$ cat config.mk
export PLATFORM = sky130hd
export DESIGN_NAME = lift_car_ctrl
export DESIGN_NICKNAME = d
export VERILOG_FILES = /design/src/rtl/lift_pkg.sv /design/src/rtl/lift_service_mask.sv /design/src/rtl/lift_reach_scan.sv /design/src/rtl/lift_door_timer.sv /design/src/rtl/lift_car_ctrl.sv
export SDC_FILE = /design/constraint.sdc
export NUM_CORES = 1
export LEC_CHECK = 0
export BUFFER_PORTS_ARGS = -buffer_cell sky130_fd_sc_hd__buf_2
export CAP_MARGIN = 5
export CORE_MARGIN = 2
export CORE_UTILIZATION = 40
export CTS_BUF_LIST = sky130_fd_sc_hd__clkbuf_8
export CTS_CLUSTER_SIZE = 30
export DETAILED_ROUTE_END_ITERATION = 7
export GPL_ROUTABILITY_DRIVEN = 0
export GPL_TIMING_DRIVEN = 0
export SLEW_MARGIN = 20
export SYNTH_ARGS = -nofsm -noshare
export SYNTH_HDL_FRONTEND = slang
export SYNTH_SLANG_ARGS = --single-unit
$ cat constraint.sdc
create_clock -name clk -period 4.55 [get_ports clk]
set_input_delay 0.2275 -clock clk [delete_from_list [all_inputs] [get_ports clk]]
set_output_delay 0.2275 -clock clk [all_outputs]
set_load 0.05 [all_outputs]
$ cat src/rtl/lift_pkg.sv
package lift_pkg;

   typedef enum logic [6:0] {
      ST_IDLE   = 7'b0000001,
      ST_RISE   = 7'b0000010,
      ST_FALL   = 7'b0000100,
      ST_RSTOP  = 7'b0001000,
      ST_FSTOP  = 7'b0010000,
      ST_OPEN   = 7'b0100000,
      ST_CLOSE  = 7'b1000000
   } lift_state_e;

   typedef enum logic [1:0] {
      DIR_NONE = 2'd0,
      DIR_RISE = 2'd1,
      DIR_FALL = 2'd2
   } lift_dir_e;

   localparam logic [2:0] SVC_ALL  = 3'd0;
   localparam logic [2:0] SVC_ODD  = 3'd1;
   localparam logic [2:0] SVC_EVEN = 3'd2;
   localparam logic [2:0] SVC_LOW  = 3'd3;
   localparam logic [2:0] SVC_HIGH = 3'd4;

endpackage

$ cat src/rtl/lift_service_mask.sv
module lift_service_mask
   import lift_pkg::*;
#(
   parameter int N_BASE     = 2,
   parameter int N_FLOOR    = 20,
   parameter int ZONE_SPLIT = 10,
   localparam int N_STOPS   = N_BASE + N_FLOOR
) (
   input  logic [2:0]         svc_mode,
   input  logic [N_STOPS-1:0] car_in,
   input  logic [N_STOPS-1:0] up_in,
   input  logic [N_STOPS-1:0] dn_in,
   output logic [N_STOPS-1:0] car_out,
   output logic [N_STOPS-1:0] up_out,
   output logic [N_STOPS-1:0] dn_out
);

   logic [N_STOPS-1:0] allow;

   for (genvar i = 0; i < N_STOPS; i++) begin : g_stop
      // floor number seen by passengers; zero or negative below ground
      localparam int FL = i - N_BASE + 1;
      localparam bit OK_ODD  = (i <= N_BASE) || (FL % 2 == 1);
      localparam bit OK_EVEN = (i < N_BASE) || ((FL > 0) && (FL % 2 == 0));
      localparam bit OK_LOW  = (FL <= ZONE_SPLIT);
      localparam bit OK_HIGH = (i <= N_BASE) || (FL >= ZONE_SPLIT);

      always_comb begin
         unique case (svc_mode)
            SVC_ODD:  allow[i] = OK_ODD;
            SVC_EVEN: allow[i] = OK_EVEN;
            SVC_LOW:  allow[i] = OK_LOW;
            SVC_HIGH: allow[i] = OK_HIGH;
            default:  allow[i] = 1'b1;
         endcase
      end

      assign car_out[i] = car_in[i] & allow[i];

      if (i < N_STOPS - 1) begin : g_up
         assign up_out[i] = up_in[i] & allow[i];
      end else begin : g_no_up
         // the top stop has no up button: the bit is read and discarded
         assign up_out[i] = up_in[i] & 1'b0;
      end

      if (i > 0) begin : g_dn
         assign dn_out[i] = dn_in[i] & allow[i];
      end else begin : g_no_dn
         // the bottom stop has no down button
         assign dn_out[i] = dn_in[i] & 1'b0;
      end
   end

endmodule

$ cat src/rtl/lift_reach_scan.sv
module lift_reach_scan #(
   parameter int N_STOPS = 22
) (
   input  logic [N_STOPS-1:0] pos,
   input  logic [N_STOPS-1:0] vec,
   output logic               above,
   output logic               below
);

   logic [N_STOPS-1:0] over_m;
   logic [N_STOPS-1:0] under_m;

   // over_m[i] marks stops strictly above the car, under_m[i] strictly below
   always_comb begin
      logic seen_lo;
      logic seen_hi;
      seen_lo = 1'b0;
      for (int i = 0; i < N_STOPS; i++) begin
         over_m[i] = seen_lo;
         seen_lo   = seen_lo | pos[i];
      end
      seen_hi = 1'b0;
      for (int i = N_STOPS - 1; i >= 0; i--) begin
         under_m[i] = seen_hi;
         seen_hi    = seen_hi | pos[i];
      end
   end

   assign above = |(vec & over_m);
   assign below = |(vec & under_m);

endmodule

$ cat src/rtl/lift_door_timer.sv
module lift_door_timer #(
   parameter int DOOR_TICKS = 5,
   localparam int CNT_W     = $clog2(DOOR_TICKS + 1)
) (
   input  logic clk,
   input  logic rst_n,
   input  logic tick_en,
   input  logic door_open,
   output logic expired
);

   logic [CNT_W-1:0] cnt;

   always_ff @(posedge clk or negedge rst_n) begin
      if (!rst_n) begin
         cnt <= '0;
      end else if (tick_en) begin
         if (door_open) cnt <= cnt + 1'b1;
         else           cnt <= '0;
      end
   end

   assign expired = door_open && (cnt == CNT_W'(DOOR_TICKS - 1));

endmodule

$ cat src/rtl/lift_car_ctrl.sv
module lift_car_ctrl
   import lift_pkg::*;
#(
   parameter int N_BASE     = 2,
   parameter int N_FLOOR    = 20,
   parameter int ZONE_SPLIT = 10,
   parameter int DOOR_TICKS = 5,
   localparam int N_STOPS   = N_BASE + N_FLOOR,
   localparam int HOME      = N_BASE
) (
   input  logic               clk,
   input  logic               rst_n,
   input  logic               tick_en,
   input  logic [2:0]         svc_mode,
   input  logic [N_STOPS-1:0] car_req,
   input  logic [N_STOPS-1:0] hall_up,
   input  logic [N_STOPS-1:0] hall_dn,
   output logic [N_STOPS-1:0] car_pos,
   output logic [6:0]         car_state
);

   if (N_BASE < 0 || N_FLOOR < 2) begin : g_bad_size
      $error("lift_car_ctrl: need at least two floors above ground");
   end
   if (DOOR_TICKS < 1) begin : g_bad_door
      $error("lift_car_ctrl: DOOR_TICKS must be at least 1");
   end
   if (ZONE_SPLIT < 1 || ZONE_SPLIT > N_FLOOR) begin : g_bad_zone
      $error("lift_car_ctrl: ZONE_SPLIT must name a floor above ground");
   end

   localparam int SCAN_N   = 3;
   localparam int SC_CAR   = 0;
   localparam int SC_HALL  = 1;
   localparam int SC_ALL   = 2;

   logic [N_STOPS-1:0] eff_car, eff_up, eff_dn;
   logic [N_STOPS-1:0] pos_q;
   lift_state_e        state_q, state_d;
   lift_dir_e          dir_q;
   logic               door_done;

   lift_service_mask #(
      .N_BASE     (N_BASE),
      .N_FLOOR    (N_FLOOR),
      .ZONE_SPLIT (ZONE_SPLIT)
   ) u_mask (
      .svc_mode (svc_mode),
      .car_in   (car_req),
      .up_in    (hall_up),
      .dn_in    (hall_dn),
      .car_out  (eff_car),
      .up_out   (eff_up),
      .dn_out   (eff_dn)
   );

   // requests relative to the car: car buttons, hall calls, everything
   logic [N_STOPS-1:0] scan_vec [SCAN_N];
   logic [SCAN_N-1:0]  scan_above;
   logic [SCAN_N-1:0]  scan_below;

   assign scan_vec[SC_CAR]  = eff_car;
   assign scan_vec[SC_HALL] = eff_up | eff_dn;
   assign scan_vec[SC_ALL]  = eff_car | eff_up | eff_dn;

   for (genvar s = 0; s < SCAN_N; s++) begin : g_scan
      lift_reach_scan #(.N_STOPS(N_STOPS)) u_scan (
         .pos   (pos_q),
         .vec   (scan_vec[s]),
         .above (scan_above[s]),
         .below (scan_below[s])
      );
   end

   logic car_here, up_here, dn_here;
   logic any_above, any_below;

   assign car_here  = |(eff_car & pos_q);
   assign up_here   = |(eff_up & pos_q);
   assign dn_here   = |(eff_dn & pos_q);
   assign any_above = scan_above[SC_ALL];
   assign any_below = scan_below[SC_ALL];

   lift_door_timer #(.DOOR_TICKS(DOOR_TICKS)) u_door (
      .clk       (clk),
      .rst_n     (rst_n),
      .tick_en   (tick_en),
      .door_open (state_q == ST_OPEN),
      .expired   (door_done)
   );

   // choice from rest: car buttons first, then hall calls
   lift_state_e idle_pick;
   always_comb begin
      if (car_here)                    idle_pick = ST_OPEN;
      else if (scan_above[SC_CAR])     idle_pick = ST_RISE;
      else if (scan_below[SC_CAR])     idle_pick = ST_FALL;
      else if (up_here || dn_here)     idle_pick = ST_OPEN;
      else if (scan_above[SC_HALL])    idle_pick = ST_RISE;
      else if (scan_below[SC_HALL])    idle_pick = ST_FALL;
      else                             idle_pick = ST_IDLE;
   end

   // continuing choices for each direction; stop_st is the state used to halt
   function automatic lift_state_e go_rise(input logic stop_match,
                                           input logic turn_match,
                                           input lift_state_e stop_st,
                                           input lift_state_e turn_st,
                                           input logic ahead, input logic behind);
      if (stop_match)      return stop_st;
      else if (ahead)      return ST_RISE;
      else if (turn_match) return turn_st;
      else if (behind)     return ST_FALL;
      else                 return ST_IDLE;
   endfunction

   function automatic lift_state_e go_fall(input logic stop_match,
                                           input logic turn_match,
                                           input lift_state_e stop_st,
                                           input lift_state_e turn_st,
                                           input logic ahead, input logic behind);
      if (stop_match)      return stop_st;
      else if (ahead)      return ST_FALL;
      else if (turn_match) return turn_st;
      else if (behind)     return ST_RISE;
      else                 return ST_IDLE;
   endfunction

   always_comb begin
      state_d = state_q;
      unique case (state_q)
         ST_IDLE:  state_d = idle_pick;
         ST_RISE:  state_d = go_rise(car_here | up_here, dn_here,
                                     ST_RSTOP, ST_FSTOP, any_above, any_below);
         ST_FALL:  state_d = go_fall(car_here | dn_here, up_here,
                                     ST_FSTOP, ST_RSTOP, any_below, any_above);
         ST_RSTOP: state_d = ST_OPEN;
         ST_FSTOP: state_d = ST_OPEN;
         ST_OPEN:  state_d = door_done ? ST_CLOSE : ST_OPEN;
         ST_CLOSE: begin
            unique case (dir_q)
               DIR_RISE: state_d = go_rise(car_here | up_here, dn_here,
                                           ST_OPEN, ST_OPEN, any_above, any_below);
               DIR_FALL: state_d = go_fall(car_here | dn_here, up_here,
                                           ST_OPEN, ST_OPEN, any_below, any_above);
               default:  state_d = idle_pick;
            endcase
         end
         default:  state_d = ST_IDLE;
      endcase
   end

   always_ff @(posedge clk or negedge rst_n) begin
      if (!rst_n) begin
         state_q <= ST_IDLE;
         dir_q   <= DIR_NONE;
         pos_q   <= N_STOPS'(1) << HOME;
      end else if (tick_en) begin
         state_q <= state_d;
         unique case (state_d)
            ST_RISE: begin
               dir_q <= DIR_RISE;
               if (!pos_q[N_STOPS-1]) pos_q <= pos_q << 1;
            end
            ST_FALL: begin
               dir_q <= DIR_FALL;
               if (!pos_q[0]) pos_q <= pos_q >> 1;
            end
            ST_RSTOP: dir_q <= DIR_RISE;
            ST_FSTOP: dir_q <= DIR_FALL;
            ST_IDLE:  dir_q <= DIR_NONE;
            default:  dir_q <= dir_q;
         endcase
      end
   end

   assign car_pos   = pos_q;
   assign car_state = state_q;

endmodule

==> results.yml <==
status:
  run_status: "finished with violations"
  violations: "hold timing"
yosys:
  synth_edf_count: 0
  synth_area_um2: 4870
  synthArstFlopShare_pct: 100
  synth.most_common_cell: "nor2_1"
  ys_warn_count: 0
  ys_seq_area_share_pct: 17.5
  syn_nets: 737
  yosysTopAreaCellShare_pct: 16.5
  postSynthCellCount: 661
  synth_area_per_cell_um2: 7.36
  synthTopCellsByArea: "dfrtp_1 (16%), nor2_1 (5.4%), nand2_1 (4.8%)"
  ys_types: 87
  synth_top_cell_by_area: "dfrtp_1"
  ys.flop_type: "dfrtp_1"
  ys_ff_latch: 34
  synth_commonest_cells: "nor2_1 (70), nand2_1 (62), clkbuf_1 (37)"
global_routing:
  grt_pass1_vias: 5912
  antenna_found_initial: 0
  gr-usage-all-layers_pct: 32.2
  grt-ovfl-total: 0
  grt_max_degree: 35
  grt_pass1_wl_um: 32700
routing:
  met1_length_um: 8280
  drc: 0
  wire_per_inst_um: 23.2
  vias: 6376
  first_pass_iters: 6
  drtIter0Drc: 789
  wl_met2_um: 9600
  highest_layer: "met4"
  routed_wl_um: 21400
  ant_nets: 0
  via_per_inst: 6.93
  met3_length_um: 2290
clock_network:
  clk_pin_slew_ns: 0.07
  cts.sinks: 34
  tritoncts: "done"
  cts-root-buf: "clkbuf_8"
  numCtsBuffers: 5
  htreeDepth: 2
  insertion_delay_ns: 0.29
  cts_buffer_depth: 2
finish:
  final_util_pct: 48.7
  syn_to_final_growth_pct: 19.7
  nets: 848
  fillCellCount: 1203
  fin_cells: 920
  drive_gt1_share_pct: 26.8
  antenna_cells: 0
  postLayoutCellArea_um2: 5830
floorplan:
  fp-row-count: 40
  core_um2: 12000
  initial_core_util_pct: 40.7
  io_pins: 101
  die_h_um: 114
  die_w_um: 114
  fp.dieArea_um2: 13100
timing:
  rsz0062_at_grt: "false"
  setup_viol_count_final: 0
  finalHoldViolCount: 1
  fin_skew_ns: 0.00794
  fmax_mhz: 224
  period_share_pct: 98.0
  holdWs_ns: -0.000347
  fin_crit_ns: 4.46
  maxSlewViolCount: 0
  tightest_slew_ns: 0.756
  slew_headroom_pct: 49.6
worst_setup_path:
  cp.required_ns: 4.73
  rr_worst_depth: 13
  path_cells: "buf_2 -> nor3_4 -> nand4_2 -> o41ai_1 -> nand3b_1 -> or2_1 -> nor4_4 -> o32ai_2 -> a211oi_4 -> clkbuf_2 -> a31oi_1 -> a31o_2 -> mux2_2"
  end_kind: "register"
  criticalPathCategory: "register to register"
  path_max_fanout: 10
  r2r_start: "car_pos[8]"
  arrival_ns: 4.64
  critical-path-top-delay-family: "simple AND/OR/NAND/NOR gates"
  regToRegEndpoint: "car_pos[19]"
  start_kind: "register"
  crit_path_top_delay_cell: "a211oi_4"
  critPathBufInv: 2
  cp_slowest_stage_delay_ns: 0.47
  r2r_slack_ns: 0.09
worst_hold_path:
  hp-class: "input port to asynchronous set/reset pin"
placement:
  placed_cell_area_um2: 5530
  dp_hpwl_um: 16400
  placedCellCount: 904
  portBuffers: 96
power_and_ir_drop:
  p_leak_nw: 2.62
  peakVddDrop_mv: 0.209
  cellPowerDensity_nw_per_um2: 139
flow_run:
  maxCapViolations: 0
==> power breakdown <==
part | leakage [nW] | switching (mW) | internal [mW]
registers | 0.464 | 0.00708 | 0.308
clock network | 0.0579 | 0.112 | 0.161
logic | 2.10 | 0.150 | 0.0710
==> stage by stage <==
| stage | power [mW] | setup TNS, ns | setup slack (ns) |
|---|---|---|---|
| after global routing | 0.846 | 0 | 0.0152 |
| after floorplan | 0.433 | 0 | 0.407 |
| after detailed placement | 0.530 | -4.35 | -0.267 |
| after CTS | 0.808 | 0 | 0.000917 |
| after global placement | 0.528 | -5.51 | -0.321 |
| final | 0.809 | 0 | 0.0916 |
==> registers in the layout (all words and copies together), names as in the netlist <==
signal / flops
car_pos: 22
u_door.cnt: 3
car_state: 7
dir_q: 2
==> routing by layer <==
metal / vias to the layer above / global-route usage, %
li1: 2829 / -
met3: 94 / 5.19
met2: 452 / 51.7
met1: 3001 / 42.3
met4: 0 / 15.0
met5: - / 0
==> how the worst max path moves through the flow <==
stage / cells after the start / to / startpoint / slack, ns
floorplan: 14 / car_pos[10] / car_pos[16] / 0.41
global placement: 13 / car_pos[8] / car_pos[8] / -0.32
detailed placement: 13 / car_pos[19] / car_pos[8] / -0.27
CTS: 12 / car_pos[8] / car_pos[15] / 0.0009
global route: 13 / car_pos[18] / car_pos[10] / 0.02
finish: 13 / car_pos[19] / car_pos[8] / 0.09
==> cell type report <==
type	count	area (um2)	area share [%]
multi-input combinational	552	3810	65.4
tap	147	184	3.16
clock inverter	3	40.0	0.687
sequential	34	853	14.6
clock buffer	5	68.8	1.18
timing repair buffer	104	541	9.28
inverter	20	75.1	1.29
buffer	55	251	4.32
==> placed cells by master, fill, tap and decap left out, drive strengths merged, types with 15 or more instances in the layout <==
master    n
dfrtp    32
nor2     71
mux2     20
nand3    29
a31o     17
inv      20
o22ai    15
buf     122
a21oi    23
clkbuf   42
a22oi    30
a31oi    23
nor4     15
o21ai    37
nor3     23
nand2    62
==> repair_timing <==
| action | in CTS | in global routing |
|---|---|---|
| endpoints found under the setup margin | 22 | 24 |
| buffers inserted | 0 | 8 |
| hold buffers | 0 | 0 |
| resized for setup | 13 | 11 |
| pin swaps | 0 | 6 |
==> kinds of logic (layout without fill, tap and decap cells) <==
| family | count (synthesis) | in the layout | synth area share, % |
|---|---|---|---|
| AOI/OAI and AO/OA | 239 | 239 | 36.5 |
| xor gates and xnor gates | 2 | 2 | 0.360 |
| buffers and inverters | 75 | 187 | 6.66 |
| and+or+nand+nor | 283 | 283 | 31.7 |
| DFF | 34 | 34 | 17.5 |
| muxes | 24 | 24 | 6.22 |
| adders and majority gates | 4 | 4 | 1.03 |
Note: power is estimated with default switching activity, not from simulation.
